<file path="src/rtl/cwg_pkg.sv">
package cwg_pkg;
  typedef enum logic [1:0] {
    END_NONE  = 2'd0,
    END_FULL  = 2'd1,
    END_SHORT = 2'd2,
    END_DROP  = 2'd3
  } frame_end_e;
endpackage

</file>
<file path="src/rtl/cwg_edge.sv">
module cwg_edge (
  input  logic clk,
  input  logic rst_n,
  input  logic sig_raw,
  input  logic invert,
  output logic act_edge
);
  logic act;
  logic act_q;

  // active level: low by default, high when invert is set
  assign act = sig_raw ~^ invert;
  assign act_edge = act & ~act_q;

  always_ff @(posedge clk or negedge rst_n) begin
    if (!rst_n) act_q <= 1'b0;
    else        act_q <= act;
  end
endmodule

</file>
<file path="src/rtl/cwg_hcount.sv">
module cwg_hcount #(
  parameter int PIX_W = 12
) (
  input  logic             clk,
  input  logic             rst_n,
  input  logic             h_edge,
  output logic [PIX_W-1:0] pcnt,
  output logic [PIX_W-1:0] line_len
);
  localparam logic [PIX_W-1:0] P_MAX = '1;

  always_ff @(posedge clk or negedge rst_n) begin
    if (!rst_n) begin
      pcnt     <= '0;
      line_len <= '0;
    end else if (h_edge) begin
      pcnt     <= '0;
      line_len <= (pcnt == P_MAX) ? P_MAX : pcnt + 1'b1;
    end else if (pcnt != P_MAX) begin
      pcnt <= pcnt + 1'b1;
    end
  end
endmodule

</file>
<file path="src/rtl/cwg_vcount.sv">
module cwg_vcount
  import cwg_pkg::*;
#(
  parameter int PIX_W  = 12,
  parameter int LINE_W = 10
) (
  input  logic              clk,
  input  logic              rst_n,
  input  logic              h_edge,
  input  logic              v_edge,
  input  logic [PIX_W-1:0]  pcnt,
  input  logic [PIX_W-1:0]  line_len,
  input  logic              interlace,
  input  logic              drop_partial,
  input  logic [PIX_W-1:0]  h_offset,
  input  logic [PIX_W-1:0]  cap_width,
  input  logic [LINE_W-1:0] v_offset,
  input  logic [LINE_W-1:0] cap_height,
  output logic              line_open,
  output logic [PIX_W-1:0]  h_lo,
  output logic [PIX_W:0]    h_hi,
  output logic [LINE_W-1:0] line_idx,
  output logic              field_odd,
  output logic              frame_done,
  output logic              frame_short,
  output logic              frame_drop,
  output logic              window_err
);
  localparam logic [LINE_W-1:0] L_MAX = '1;
  localparam logic [LINE_W:0]   L_ONE = {{LINE_W{1'b0}}, 1'b1};
  localparam logic [PIX_W:0]    P_ONE = {{PIX_W{1'b0}}, 1'b1};

  // per-frame shadow copies of the window registers
  logic [PIX_W-1:0]  hoff_s;
  logic [PIX_W:0]    hend_s;
  logic [LINE_W-1:0] voff_s;
  logic [LINE_W:0]   vend_s;
  logic              drop_s;

  logic [LINE_W-1:0] lcnt;
  logic              armed;
  logic              field_q;
  logic              err_q;
  frame_end_e        end_q;

  logic [LINE_W-1:0] eff_h;
  logic              row_in;
  logic              complete;
  logic              cut_off;
  logic              line_short;

  assign eff_h      = interlace ? (cap_height >> 1) : cap_height;
  assign row_in     = armed && (lcnt >= voff_s) && ({1'b0, lcnt} < vend_s);
  assign complete   = armed && h_edge && (({1'b0, lcnt} + L_ONE) == vend_s);
  assign cut_off    = armed && v_edge && !complete;
  assign line_short = h_edge && row_in && (({1'b0, pcnt} + P_ONE) < hend_s);

  always_ff @(posedge clk or negedge rst_n) begin
    if (!rst_n) begin
      hoff_s  <= '0;
      hend_s  <= '0;
      voff_s  <= '0;
      vend_s  <= '0;
      drop_s  <= 1'b0;
      lcnt    <= '0;
      armed   <= 1'b0;
      field_q <= 1'b0;
    end else if (v_edge) begin
      hoff_s  <= h_offset;
      hend_s  <= {1'b0, h_offset} + {1'b0, cap_width};
      voff_s  <= v_offset;
      vend_s  <= {1'b0, v_offset} + {1'b0, eff_h};
      drop_s  <= drop_partial;
      lcnt    <= '0;
      armed   <= (eff_h != '0);
      field_q <= interlace && !h_edge && (pcnt >= (line_len >> 1));
    end else if (h_edge) begin
      if (lcnt != L_MAX) lcnt <= lcnt + 1'b1;
      if (complete) armed <= 1'b0;
    end
  end

  always_ff @(posedge clk or negedge rst_n) begin
    if (!rst_n) begin
      end_q <= END_NONE;
      err_q <= 1'b0;
    end else begin
      if (complete)     end_q <= END_FULL;
      else if (cut_off) end_q <= drop_s ? END_DROP : END_SHORT;
      else              end_q <= END_NONE;
      err_q <= err_q | line_short | cut_off;
    end
  end

  assign line_open   = row_in;
  assign h_lo        = hoff_s;
  assign h_hi        = hend_s;
  assign line_idx    = lcnt - voff_s;
  assign field_odd   = field_q;
  assign frame_done  = (end_q == END_FULL) || (end_q == END_SHORT);
  assign frame_short = (end_q == END_SHORT);
  assign frame_drop  = (end_q == END_DROP);
  assign window_err  = err_q;

  assert_done_drop_excl_R8: assert property (@(posedge clk) disable iff (!rst_n)
    !(frame_done && frame_drop));
  assert_short_with_done_R9: assert property (@(posedge clk) disable iff (!rst_n)
    frame_short |-> frame_done);
  assert_err_sticky_R10: assert property (@(posedge clk) disable iff (!rst_n)
    window_err |=> window_err);
  assert_field_hold_R5: assert property (@(posedge clk) disable iff (!rst_n)
    !v_edge |=> $stable(field_odd));
  assert_no_end_when_closed_R7: assert property (@(posedge clk) disable iff (!rst_n)
    !armed |=> !(frame_done || frame_drop));
endmodule

</file>
<file path="src/rtl/cwg_window_gate.sv">
module cwg_window_gate #(
  parameter int PIX_W  = 12,
  parameter int LINE_W = 10
) (
  input  logic              clk,
  input  logic              rst_n,
  input  logic              hs_in,
  input  logic              vs_in,
  input  logic              hs_invert,
  input  logic              vs_invert,
  input  logic              interlace,
  input  logic              drop_partial,
  input  logic [PIX_W-1:0]  h_offset,
  input  logic [PIX_W-1:0]  cap_width,
  input  logic [LINE_W-1:0] v_offset,
  input  logic [LINE_W-1:0] cap_height,
  output logic              pix_valid,
  output logic              field_odd,
  output logic [PIX_W-1:0]  pix_idx,
  output logic [LINE_W-1:0] line_idx,
  output logic              frame_done,
  output logic              frame_short,
  output logic              frame_drop,
  output logic              window_err
);
  localparam int N_SYNC = 2;

  logic [N_SYNC-1:0] raw_v;
  logic [N_SYNC-1:0] inv_v;
  logic [N_SYNC-1:0] edge_v;
  logic              h_edge;
  logic              v_edge;

  assign raw_v = {vs_in, hs_in};
  assign inv_v = {vs_invert, hs_invert};

  for (genvar gi = 0; gi < N_SYNC; gi++) begin : g_sync
    cwg_edge u_edge (
      .clk      (clk),
      .rst_n    (rst_n),
      .sig_raw  (raw_v[gi]),
      .invert   (inv_v[gi]),
      .act_edge (edge_v[gi])
    );
  end

  assign h_edge = edge_v[0];
  assign v_edge = edge_v[1];

  logic [PIX_W-1:0] pcnt;
  logic [PIX_W-1:0] line_len;
  logic             line_open;
  logic [PIX_W-1:0] h_lo;
  logic [PIX_W:0]   h_hi;

  cwg_hcount #(.PIX_W(PIX_W)) u_h (
    .clk      (clk),
    .rst_n    (rst_n),
    .h_edge   (h_edge),
    .pcnt     (pcnt),
    .line_len (line_len)
  );

  cwg_vcount #(.PIX_W(PIX_W), .LINE_W(LINE_W)) u_v (
    .clk          (clk),
    .rst_n        (rst_n),
    .h_edge       (h_edge),
    .v_edge       (v_edge),
    .pcnt         (pcnt),
    .line_len     (line_len),
    .interlace    (interlace),
    .drop_partial (drop_partial),
    .h_offset     (h_offset),
    .cap_width    (cap_width),
    .v_offset     (v_offset),
    .cap_height   (cap_height),
    .line_open    (line_open),
    .h_lo         (h_lo),
    .h_hi         (h_hi),
    .line_idx     (line_idx),
    .field_odd    (field_odd),
    .frame_done   (frame_done),
    .frame_short  (frame_short),
    .frame_drop   (frame_drop),
    .window_err   (window_err)
  );

  assign pix_valid = line_open && (pcnt >= h_lo) && ({1'b0, pcnt} < h_hi);
  assign pix_idx   = pcnt - h_lo;

  assert_pix_step_R2: assert property (@(posedge clk) disable iff (!rst_n)
    (pix_valid && $past(pix_valid) && !$past(h_edge)) |-> (pix_idx == $past(pix_idx) + 1'b1));
  assert_line_idx_stable_R11: assert property (@(posedge clk) disable iff (!rst_n)
    (pix_valid && $past(pix_valid) && !$past(h_edge) && !$past(v_edge)) |-> $stable(line_idx));
endmodule

</file>
<file path="config.mk">
export PLATFORM = sky130hd
export DESIGN_NAME = cwg_window_gate
export DESIGN_NICKNAME = d
export VERILOG_FILES = /design/src/rtl/cwg_pkg.sv /design/src/rtl/cwg_edge.sv /design/src/rtl/cwg_hcount.sv /design/src/rtl/cwg_vcount.sv /design/src/rtl/cwg_window_gate.sv
export SDC_FILE = /design/constraint.sdc
export NUM_CORES = 1
export LEC_CHECK = 0
export BUFFER_PORTS_ARGS = -buffer_cell sky130_fd_sc_hd__clkbuf_2
export CAP_MARGIN = 40
export CORE_UTILIZATION = 50
export CTS_CLUSTER_SIZE = 40
export DETAILED_ROUTE_END_ITERATION = 10
export HOLD_SLACK_MARGIN = 0.06
export MAX_ROUTING_LAYER = met4
export PLACE_DENSITY = 0.74
export SLEW_MARGIN = 25
export SYNTH_ARGS = -nofsm -noshare
export SYNTH_HDL_FRONTEND = slang
export SYNTH_SLANG_ARGS = --single-unit
</file>
<file path="constraint.sdc">
create_clock -name clk -period 3 [get_ports clk]
set_clock_uncertainty 0.05 [all_clocks]
set_input_delay 0.15 -clock clk [delete_from_list [all_inputs] [get_ports clk]]
set_output_delay 0.15 -clock clk [all_outputs]
set_load 0.02 [all_outputs]
</file>
==> results.py, run 1 <==
metrics = {
    "run_status": {
        "outcome": "finished, final reports clean",
    },
    "synth": {
        "ys_top_cells_by_count": "nand2_1 (99), ha_1 (92), dfrtp_1 (87)",
        "synth_area_um2": 6890,
        "synthArstFlopShare": 1.00,
        "post_synth.cell_area_avg_um2": 8.52,
        "synth_seq_cells": 87,
        "synth_top_area_share": 0.316,
        "synth.yosys.seq_area_share": 0.316,
        "number_of_flops_mapped_to_enable_cells_by_yosys": 0,
        "yosys_warnings": 0,
        "yosys.cell_types.count": 60,
        "ys_top_cells_by_area": "dfrtp_1 (32%), ha_1 (17%), o21ai_0 (5.7%)",
        "synth_top_cell_by_area": "dfrtp_1",
        "mappedNetlistNets": 956,
        "yosys.cell_count.top_type": "nand2_1",
        "syn-instance-count": 808,
        "postSynth.topFlopCell": "dfrtp_1",
    },
    "cells_and_area": {
        "final_cell_count_no_fill": 1095,
        "nFillCells": 1186,
        "design.final.nets": 1062,
        "post-route-cell-area_um2": 8100,
        "final_core_utilization": 0.607,
        "area.growth.synth_to_final_pct": 17.6,
        "diodes": 0,
        "drive_above_1_share": 0.136,
    },
    "flow_run": {
        "max-cap-violations": 0,
    },
    "placement": {
        "dp_hpwl_um": 12900,
        "port_buffers": 79,
        "post_place_cells": 1050,
        "final_gp_congestion": 0.952,
        "placedInstanceArea_um2": 7490,
        "pre_cts_slack_ps": 349,
    },
    "global_route": {
        "number_of_global_route_vias_before_repair": 5600,
        "met3_usage": 0.0417,
        "grt_busiest_layer": "met2",
        "grt_start_max_net_pins": 50,
        "grt_first_pass_wirelength_um": 27700,
        "grt.met2_usage": 0.372,
        "grt_use_met1": 0.368,
        "grt_antenna_before_repair": 0,
        "grt_usage": 0.256,
        "grt_remaining_overflow": 0,
    },
    "route": {
        "drt_first_pass_iters": 5,
        "drc": 0,
        "ant_nets": 0,
        "vias": 5947,
        "finalWirelength_um": 16900,
        "wl_per_cell_um": 15.5,
        "drt_iter0_markers": 292,
        "viasPerCell": 5.43,
    },
    "sta": {
        "worst_slack_ps": 151,
        "achievable-frequency_mhz": 351,
        "setup_viol": 0,
        "tightest_slew_ps": 726,
        "final-max-slew-violation-count": 0,
        "post-route-min-period_ps": 2850,
        "grt_setup_unrepaired": "no",
        "finalHoldViolations": 0,
        "slew_headroom": 0.515,
        "post-route-period-util": 0.950,
        "holdWs_ps": 173,
        "setup_total_negative_slack_ps": 0,
    },
    "clock_network": {
        "clk_latency_ps": 360,
        "cts_tree": "yes",
        "postCtsSetupRepairBufs": 0,
        "maximum_level_of_the_cts_h_tree": 3,
        "clock-sinks": 87,
        "cts.reportedPaths.clkPinSlew_ps": 70,
        "num_cts_buffers": 9,
        "root_buffer": "clkbuf_16",
        "max-clock-path-buffers": 2,
    },
    "floorplanning": {
        "floorplan.die_area_um2": 14200,
        "fp.dieH_um": 119,
        "top_level_ports": 80,
        "die_x_um": 119,
        "initial_core_utilization": 0.516,
        "core_um2": 13300,
        "floorplan.rows": 42,
    },
    "setup_path": {
        "cp_data_arrival_time_ps": 2650,
        "critical_path.startpoint_type": "flop",
        "worstPathMaxFanout": 5,
        "cp-end-kind": "output port",
        "required_time_worst_endpoint_ps": 2800,
        "worst_setup_path_class": "reg -> out",
    },
    "pwr": {
        "worst_ir_drop_vdd_uv": 346,
        "design_power_total_mw": 5.30,
        "leakage_power_nw": 3.98,
        "power_density_nw_per_um2": 655,
    },
    "min_path": {
        "hold_path.class": "in -> reg",
    },
}
-- cell usage in the layout (no fill, tap or decap), drive strengths merged, types with 7 or more instances in the layout --
master / count
a21o: 13
nor2b: 11
clkbuf: 87
mux2: 8
xor2: 22
o21ai: 80
nand2b: 15
inv: 81
buf: 11
xnor2: 40
ha: 92
nand4: 13
o21a: 7
a21oi: 37
nand3: 16
nand2: 99
dlygate4sd3: 29
nor3: 21
nor2: 66
a31oi: 7
dfrtp: 87
-- registers in the layout, indices dropped and copies added (netlist names) --
signal / count
u_v.vend_s: 11
u_v.armed: 1
g_sync.u_edge.act_q: 2
u_v.window_err: 1
u_h.pcnt: 12
u_v.voff_s: 10
u_v.h_lo: 12
u_v.drop_s: 1
u_h.line_len: 11
u_v.field_odd: 1
u_v.end_q: 2
u_v.h_hi: 13
u_v.lcnt: 10
-- final timing paths --
kind | end | from | slack, ps | cells past startpoint
min in group asynchronous | u_v.h_lo[8]$_DFFE_PN0P_ | rst_n | 330 | 2
max in group asynchronous | u_v.lcnt[6]$_DFFE_PN0P_ | rst_n | 1820 | 3
worst min-delay path | u_v.h_hi[12]$_DFFE_PN0P_ | cap_width[11] | 170 | 4
worst max register to register | u_v.window_err$_DFF_PN0_ | u_h.pcnt[1]$_DFFE_PN0P_ | 290 | 10
worst max-delay path | pix_valid | u_h.pcnt[0]$_DFFE_PN0P_ | 150 | 10
worst min register to register | u_h.line_len[3]$_DFFE_PN0P_ | u_h.line_len[3]$_DFFE_PN0P_ | 430 | 2
-- layout make-up --
type	instances	area [µm²]	area share
clock buffers	10	229	0.0283
clock inverters	6	76.3	0.00942
inverters	77	289	0.0357
multi-input cells	622	4340	0.535
flip-flops and latches	87	2180	0.269
well taps	176	220	0.0272
repair buffers	117	772	0.0953
-- logic make-up after synthesis --
logic type | Yosys count | synth area share
simple gates | 264 | 0.180
flops | 87 | 0.316
buf+inv | 99 | 0.0565
compound gates | 187 | 0.168
fa+ha+maj | 96 | 0.179
mux | 13 | 0.0204
xor+xnor | 62 | 0.0800
-- layer usage --
metal | vias up | part of all wire
met5 | - | 0
met2 | 156 | 0.43
met3 | 20 | 0.049
met4 | 0 | 0.015
li1 | 3008 | -
met1 | 2763 | 0.51
-- worst max-delay path, cell delays in order, from the launching register on --
cell      delay, ps
dfrtp_1         390
inv_1           100
ha_1            240
fa_1            410
nor2b_1         160
o31a_1          200
o211ai_1        130
a21oi_2         160
o211ai_1        110
a211oi_2        200
buf_2           190
-- power by group --
group          switching, mW  total (mW)  internal (mW)
Combinational           1.50        2.50           1.00
Clock                  0.510        1.17          0.662
Sequential             0.218        1.63           1.41
-- timing repair --
item                                    in CTS  in global routing
hold endpoints to repair                    73                  0
resized for setup                            0                  3
hold buffers                                29                  0
endpoints found under the setup margin       0                  1
No activity file was read; power rests on OpenSTA's default activity.
==> inputs of run 2 (changes only) <==
==> constraint.sdc (replaced) <==
create_clock -name clk -period 2.9 [get_ports clk]
set_clock_uncertainty 0.05 [all_clocks]
set_input_delay 0.145 -clock clk [delete_from_list [all_inputs] [get_ports clk]]
set_output_delay 0.145 -clock clk [all_outputs]
set_load 0.02 [all_outputs]
==> run 2 against run 1 <==
- utilization up 0.094 points
- critical path depth unchanged
- critical path type unchanged
- largest cell class unchanged
- critical endpoint unchanged
- clock-buffer cell count up 1
==> results.py, run 2 (synthesized netlist as in run 1, its figures left out) <==
metrics = {
    "min_path": {
        "holdCritStartpoint": "cap_width[0]",
        "hold_path.class": "in -> reg",
        "holdPathStages": 4,
        "min_to": "u_v.h_hi[0]$_DFFE_PN0P_",
    },
    "cells_and_area": {
        "final_cell_count_no_fill": 1096,
        "final_core_utilization": 0.608,
        "area.growth.synth_to_final_pct": 17.8,
        "diodes": 0,
        "final_common_cell": "nand2_1",
        "largest_reg_flops": 13,
        "design.final.nets": 1063,
        "drive_above_1_share": 0.142,
        "final_cell_mix": "nand2_1 (99), ha_1 (92), dfrtp_1 (86)",
    },
    "global_route": {
        "grt_start_max_net_pins": 83,
        "grt_first_pass_wirelength_um": 28200,
        "grt.met2_usage": 0.380,
        "grt_use_met1": 0.370,
        "grt_busiest_layer": "met2",
        "grt_antenna_before_repair": 0,
        "grt_usage": 0.257,
        "number_of_global_route_vias_before_repair": 5706,
        "grt_remaining_overflow": 0,
        "met3_usage": 0.0374,
    },
    "pwr": {
        "power_density_nw_per_um2": 668,
        "design_power_total_mw": 5.42,
        "internal_power_mw": 3.13,
        "combinational_power_share": 0.478,
        "leakage_power_nw": 3.98,
        "psw_mw": 2.28,
        "worst_ir_drop_vdd_uv": 428,
        "netSwitchingFraction": 0.422,
        "power.share.clock": 0.211,
        "power_frac_seq": 0.311,
    },
    "run_status": {
        "outcome": "finished, final reports clean",
    },
    "clock_network": {
        "clk_latency_ps": 340,
        "clock-sinks": 87,
        "maximum_level_of_the_cts_h_tree": 3,
        "cts_tree": "yes",
        "cts.reportedPaths.clkPinSlew_ps": 60,
        "num_cts_buffers": 9,
        "max-clock-path-buffers": 2,
        "root_buffer": "clkbuf_16",
    },
    "route": {
        "vias": 6072,
        "ant_nets": 0,
        "wl_per_cell_um": 15.4,
        "finalWirelength_um": 16900,
        "viasPerCell": 5.54,
        "drt_iter0_markers": 307,
        "drt_first_pass_iters": 5,
        "drc": 0,
    },
    "placement": {
        "final_gp_congestion": 0.954,
        "post_place_cells": 1051,
        "dp_hpwl_um": 12800,
        "port_buffers": 79,
    },
    "sta": {
        "post-route-min-period_ps": 2780,
        "achievable-frequency_mhz": 360,
        "tightest_slew_ps": 696,
        "slew_headroom": 0.535,
        "finalHoldViolations": 0,
        "setup_total_negative_slack_ps": 0,
        "post-route-period-util": 0.959,
        "grt_setup_unrepaired": "no",
        "final-max-slew-violation-count": 0,
        "setup_viol": 0,
    },
    "setup_path": {
        "critical_path.top_delay_family": "compound AO/OA/AOI/OAI gates",
        "largest_stage_delay_on_the_critical_path_ps": 420,
        "critical_path.reg2reg.endpoint": "u_v.window_err$_DFF_PN0_",
        "required_time_worst_endpoint_ps": 2710,
        "timing.critical_path.mode_cell": "o211ai_1",
        "critical_path.slowest_cell": "fa_1",
        "worst_setup_path_class": "reg -> out",
        "crit_buf_inv": 2,
        "critical_path.startpoint_type": "flop",
        "cp_data_arrival_time_ps": 2590,
        "timing.critical_path.cells": "inv_1 -> ha_1 -> fa_1 -> nor2b_1 -> o31a_1 -> o211ai_1 -> a21oi_2 -> o211ai_1 -> a211oi_2 -> clkbuf_4",
        "crit-reg2reg-launch": "u_h.pcnt[1]$_DFFE_PN0P_",
        "reg2reg_slack_ps": 240,
        "cp-end-kind": "output port",
        "crit_path_start": "u_h.pcnt[0]$_DFFE_PN0P_",
        "worstPathMaxFanout": 3,
        "worst_reg2reg_path_depth": 10,
    },
    "floorplanning": {
        "die_x_um": 119,
        "top_level_ports": 80,
        "floorplan.rows": 42,
        "initial_core_utilization": 0.516,
        "fp.dieH_um": 119,
        "core_um2": 13300,
        "floorplan.die_area_um2": 14200,
    },
    "flow_run": {
        "max-cap-violations": 0,
    },
}
==> run 2: metrics by stage <==
step	setup WS, ps	instance area (µm²)	hold WS (ps)
CTS	8.80	8090	60.9
detailed placement	305	7510	-80.0
global placement	351	7510	-83.2
finish	119	8110	75.3
floorplan	440	6890	-201
global route	11.4	8110	106
==> run 2: worst max-delay path by stage <==
stage                               endpoint  slack (ps)  cells after the start
floorplan                          pix_valid         440                      9
global placement    u_v.window_err$_DFF_PN0_         350                     10
detailed placement  u_v.window_err$_DFF_PN0_         310                     10
CTS                                pix_valid           9                     10
global route                     line_idx[8]          10                     10
finish                             pix_valid         120                     10
==> run 2: routing by layer <==
metal / vias to the layer above / wire length, µm
met5: - / 0
met1: 2894 / 8470
met3: 24 / 782
li1: 3009 / -
met2: 145 / 7460
met4: 0 / 181
==> run 2: worst min-delay path, stage by stage <==
cell and delay [ps]:
clkbuf_2 80, ha_1 120, nand2_1 40, nand2_1 40
==> run 2: cell type report <==
cell class / count / area (µm²)
Clock inverter: 5 / 38.8
Sequential cell: 87 / 2180
Fill cell: 1194 / 5240
Inverter: 77 / 289
Clock buffer: 11 / 253
Timing Repair Buffer: 118 / 788
Tap cell: 176 / 220
Multi-Input combinational cell: 622 / 4340
==> run 2: power groups by stage <==
stage               Sequential (mW)  Clock [mW]  Combinational (mW)
floorplan                      1.63           0                1.82
global placement               1.69           0                2.49
detailed placement             1.70           0                2.51
CTS                            1.68        1.14                2.57
global route                   1.71        1.21                2.87
finish                         1.68        1.14                2.59
==> run 2: what timing repair did <==
item                                   4_1_cts  5_1_grt
pin swaps                                    0        1
hold buffers                                28        0
resized for setup                            2        5
gates cloned                                 0        0
endpoints found under the hold margin      112        0
setup endpoints to repair                    1        4
setup buffers                                0        1
==> inputs of run 3 (changes only) <==
--- a/config.mk
+++ b/config.mk
@@ -5,14 +5,14 @@
 export SDC_FILE = /design/constraint.sdc
 export NUM_CORES = 1
 export LEC_CHECK = 0
-export BUFFER_PORTS_ARGS = -buffer_cell sky130_fd_sc_hd__clkbuf_2
 export CAP_MARGIN = 40
 export CORE_UTILIZATION = 50
 export CTS_CLUSTER_SIZE = 40
 export DETAILED_ROUTE_END_ITERATION = 10
+export DONT_BUFFER_PORTS = 1
 export HOLD_SLACK_MARGIN = 0.06
 export MAX_ROUTING_LAYER = met4
-export PLACE_DENSITY = 0.74
+export PLACE_DENSITY = 0.69
 export SLEW_MARGIN = 25
 export SYNTH_ARGS = -nofsm -noshare
 export SYNTH_HDL_FRONTEND = slang
==> run 3 against run 2 <==
- clock power is 4% lower
- flip-flop and latch count stayed put
- cell count is 6.8% lower
- combinational power is 7% lower
- critical path type unchanged
==> results.py, run 3 (synthesized netlist as in run 1, its figures left out) <==
metrics = {
    "route": {
        "drt_first_pass_iters": 5,
        "wl_per_cell_um": 17.0,
        "finalWirelength_um": 17300,
        "drt_iter0_markers": 455,
        "vias": 5888,
        "viasPerCell": 5.77,
        "drc": 0,
        "ant_nets": 0,
    },
    "cells_and_area": {
        "nFillCells": 1227,
        "largest_reg_flops": 13,
        "post-route-cell-area_um2": 7730,
        "final_common_cell": "nand2_1",
        "register_area_um2": 2180,
        "area.growth.synth_to_final_pct": 12.3,
        "drive_above_1_share": 0.0639,
        "diodes": 0,
        "final_cell_mix": "nand2_1 (99), ha_1 (92), dfrtp_1 (85)",
        "multi_input_area_um2": 4350,
        "design.final.nets": 988,
    },
    "floorplanning": {
        "floorplan.rows": 42,
        "core_um2": 13300,
        "floorplan.die_area_um2": 14200,
        "top_level_ports": 80,
        "initial_core_utilization": 0.516,
        "die_x_um": 119,
        "fp.dieH_um": 119,
    },
    "setup_path": {
        "worst_setup_path_class": "reg -> out",
        "cp-end-kind": "output port",
        "critical_path.startpoint_type": "flop",
        "worstPathMaxFanout": 5,
        "worst_reg2reg_path_depth": 10,
        "required_time_worst_endpoint_ps": 2710,
        "cp_data_arrival_time_ps": 2570,
    },
    "clock_network": {
        "cts_tree": "yes",
        "maximum_level_of_the_cts_h_tree": 3,
        "clock-sinks": 87,
        "cts.reportedPaths.clkPinSlew_ps": 60,
        "num_cts_buffers": 9,
        "max-clock-path-buffers": 2,
        "clk_latency_ps": 340,
        "postCtsSetupRepairBufs": 0,
        "root_buffer": "clkbuf_16",
    },
    "sta": {
        "tightest_slew_ps": 576,
        "achievable-frequency_mhz": 362,
        "grt_setup_unrepaired": "no",
        "finalHoldViolations": 0,
        "post-route-period-util": 0.953,
        "post-route-min-period_ps": 2760,
        "slew_headroom": 0.613,
        "worst_slack_ps": 137,
        "setup_viol": 0,
        "setup_total_negative_slack_ps": 0,
        "final-max-slew-violation-count": 0,
    },
    "pwr": {
        "design_power_total_mw": 5.21,
        "worst_ir_drop_vdd_uv": 303,
        "leakage_power_nw": 3.67,
        "power_density_nw_per_um2": 674,
    },
    "placement": {
        "dp_hpwl_um": 13400,
        "pre_cts_slack_ps": 181,
        "port_buffers": 0,
        "final_gp_congestion": 0.958,
        "placedInstanceArea_um2": 7100,
    },
    "min_path": {
        "hold_path.class": "in -> reg",
        "holdPathStages": 3,
    },
    "global_route": {
        "grt_first_pass_wirelength_um": 28600,
        "grt_remaining_overflow": 0,
        "grt_antenna_before_repair": 0,
        "number_of_global_route_vias_before_repair": 5715,
        "grt_usage": 0.263,
        "grt_start_max_net_pins": 88,
    },
    "run_status": {
        "outcome": "finished, final reports clean",
    },
    "flow_run": {
        "max-cap-violations": 0,
    },
}
run 3: changes by cell type in the layout (fill, tap and decap cells not counted), sizes merged:
cell	before	now
clkbuf	88	12
clkinv	2	4
clkinvlp	1	0
dlygate4sd3	28	30
inv	79	77
run 3: stage by stage:
step | instances | utilization | hold slack [ps]
5_1_grt | 1021 | 0.579 | 95.0
4_1_cts | 1021 | 0.578 | 80.2
6_report | 1021 | 0.579 | 84.2
3_3_place_gp | 974 | 0.532 | -196
3_5_place_dp | 974 | 0.532 | -197
2_1_floorplan | 808 | - | -201
run 3: report_power, final:
group          internal, mW  total, mW  switching, mW
registers              1.46       1.71          0.249
clock network         0.608       1.10          0.492
logic                 0.890       2.40           1.51
run 3: area by class of cell:
cell class,count,share of cell area
Clock buffer,12,0.0319
Clock inverter,4,0.00405
Inverter,77,0.0374
Multi-Input combinational cell,622,0.562
Sequential cell,87,0.282
Tap cell,176,0.0285
Timing Repair Buffer,43,0.0541
run 3: path summary, 6_finish.rpt:
check | slack [ps] | from | endpoint
hold reg to reg | 430 | u_h.line_len[7]$_DFFE_PN0P_ | u_h.line_len[7]$_DFFE_PN0P_
setup reg to reg | 140 | u_h.pcnt[2]$_DFFE_PN0P_ | u_v.window_err$_DFF_PN0_
min in group asynchronous | 290 | rst_n | u_h.pcnt[9]$_DFFE_PN0P_
hold / removal | 80 | cap_width[1] | u_v.h_hi[1]$_DFFE_PN0P_
max in group asynchronous | 2110 | rst_n | u_h.pcnt[1]$_DFFE_PN0P_
setup / recovery | 140 | u_h.pcnt[0]$_DFFE_PN0P_ | pix_valid
run 3: critical path, cell delays in order (launching register included):
cell and delay (ps):
dfrtp_2 400, inv_2 60, ha_1 230, fa_2 360, nor2b_1 150, o31a_1 200
o211ai_1 130, a21oi_2 180, o211ai_1 100, a211oi_1 250, buf_4 180
run 3: per-layer routing:
metal  GRT usage  part of all wire
met2       0.392              0.45
met3      0.0297             0.053
met4      0.0609             0.013
met1       0.381              0.48
met5           -                 0
run 3: what timing repair did:
item / in CTS / in global routing
hold buffers: 31 / 0
gates resized for setup: 0 / 7
endpoints found under the setup margin: 0 / 5
endpoints found under the hold margin: 116 / 0
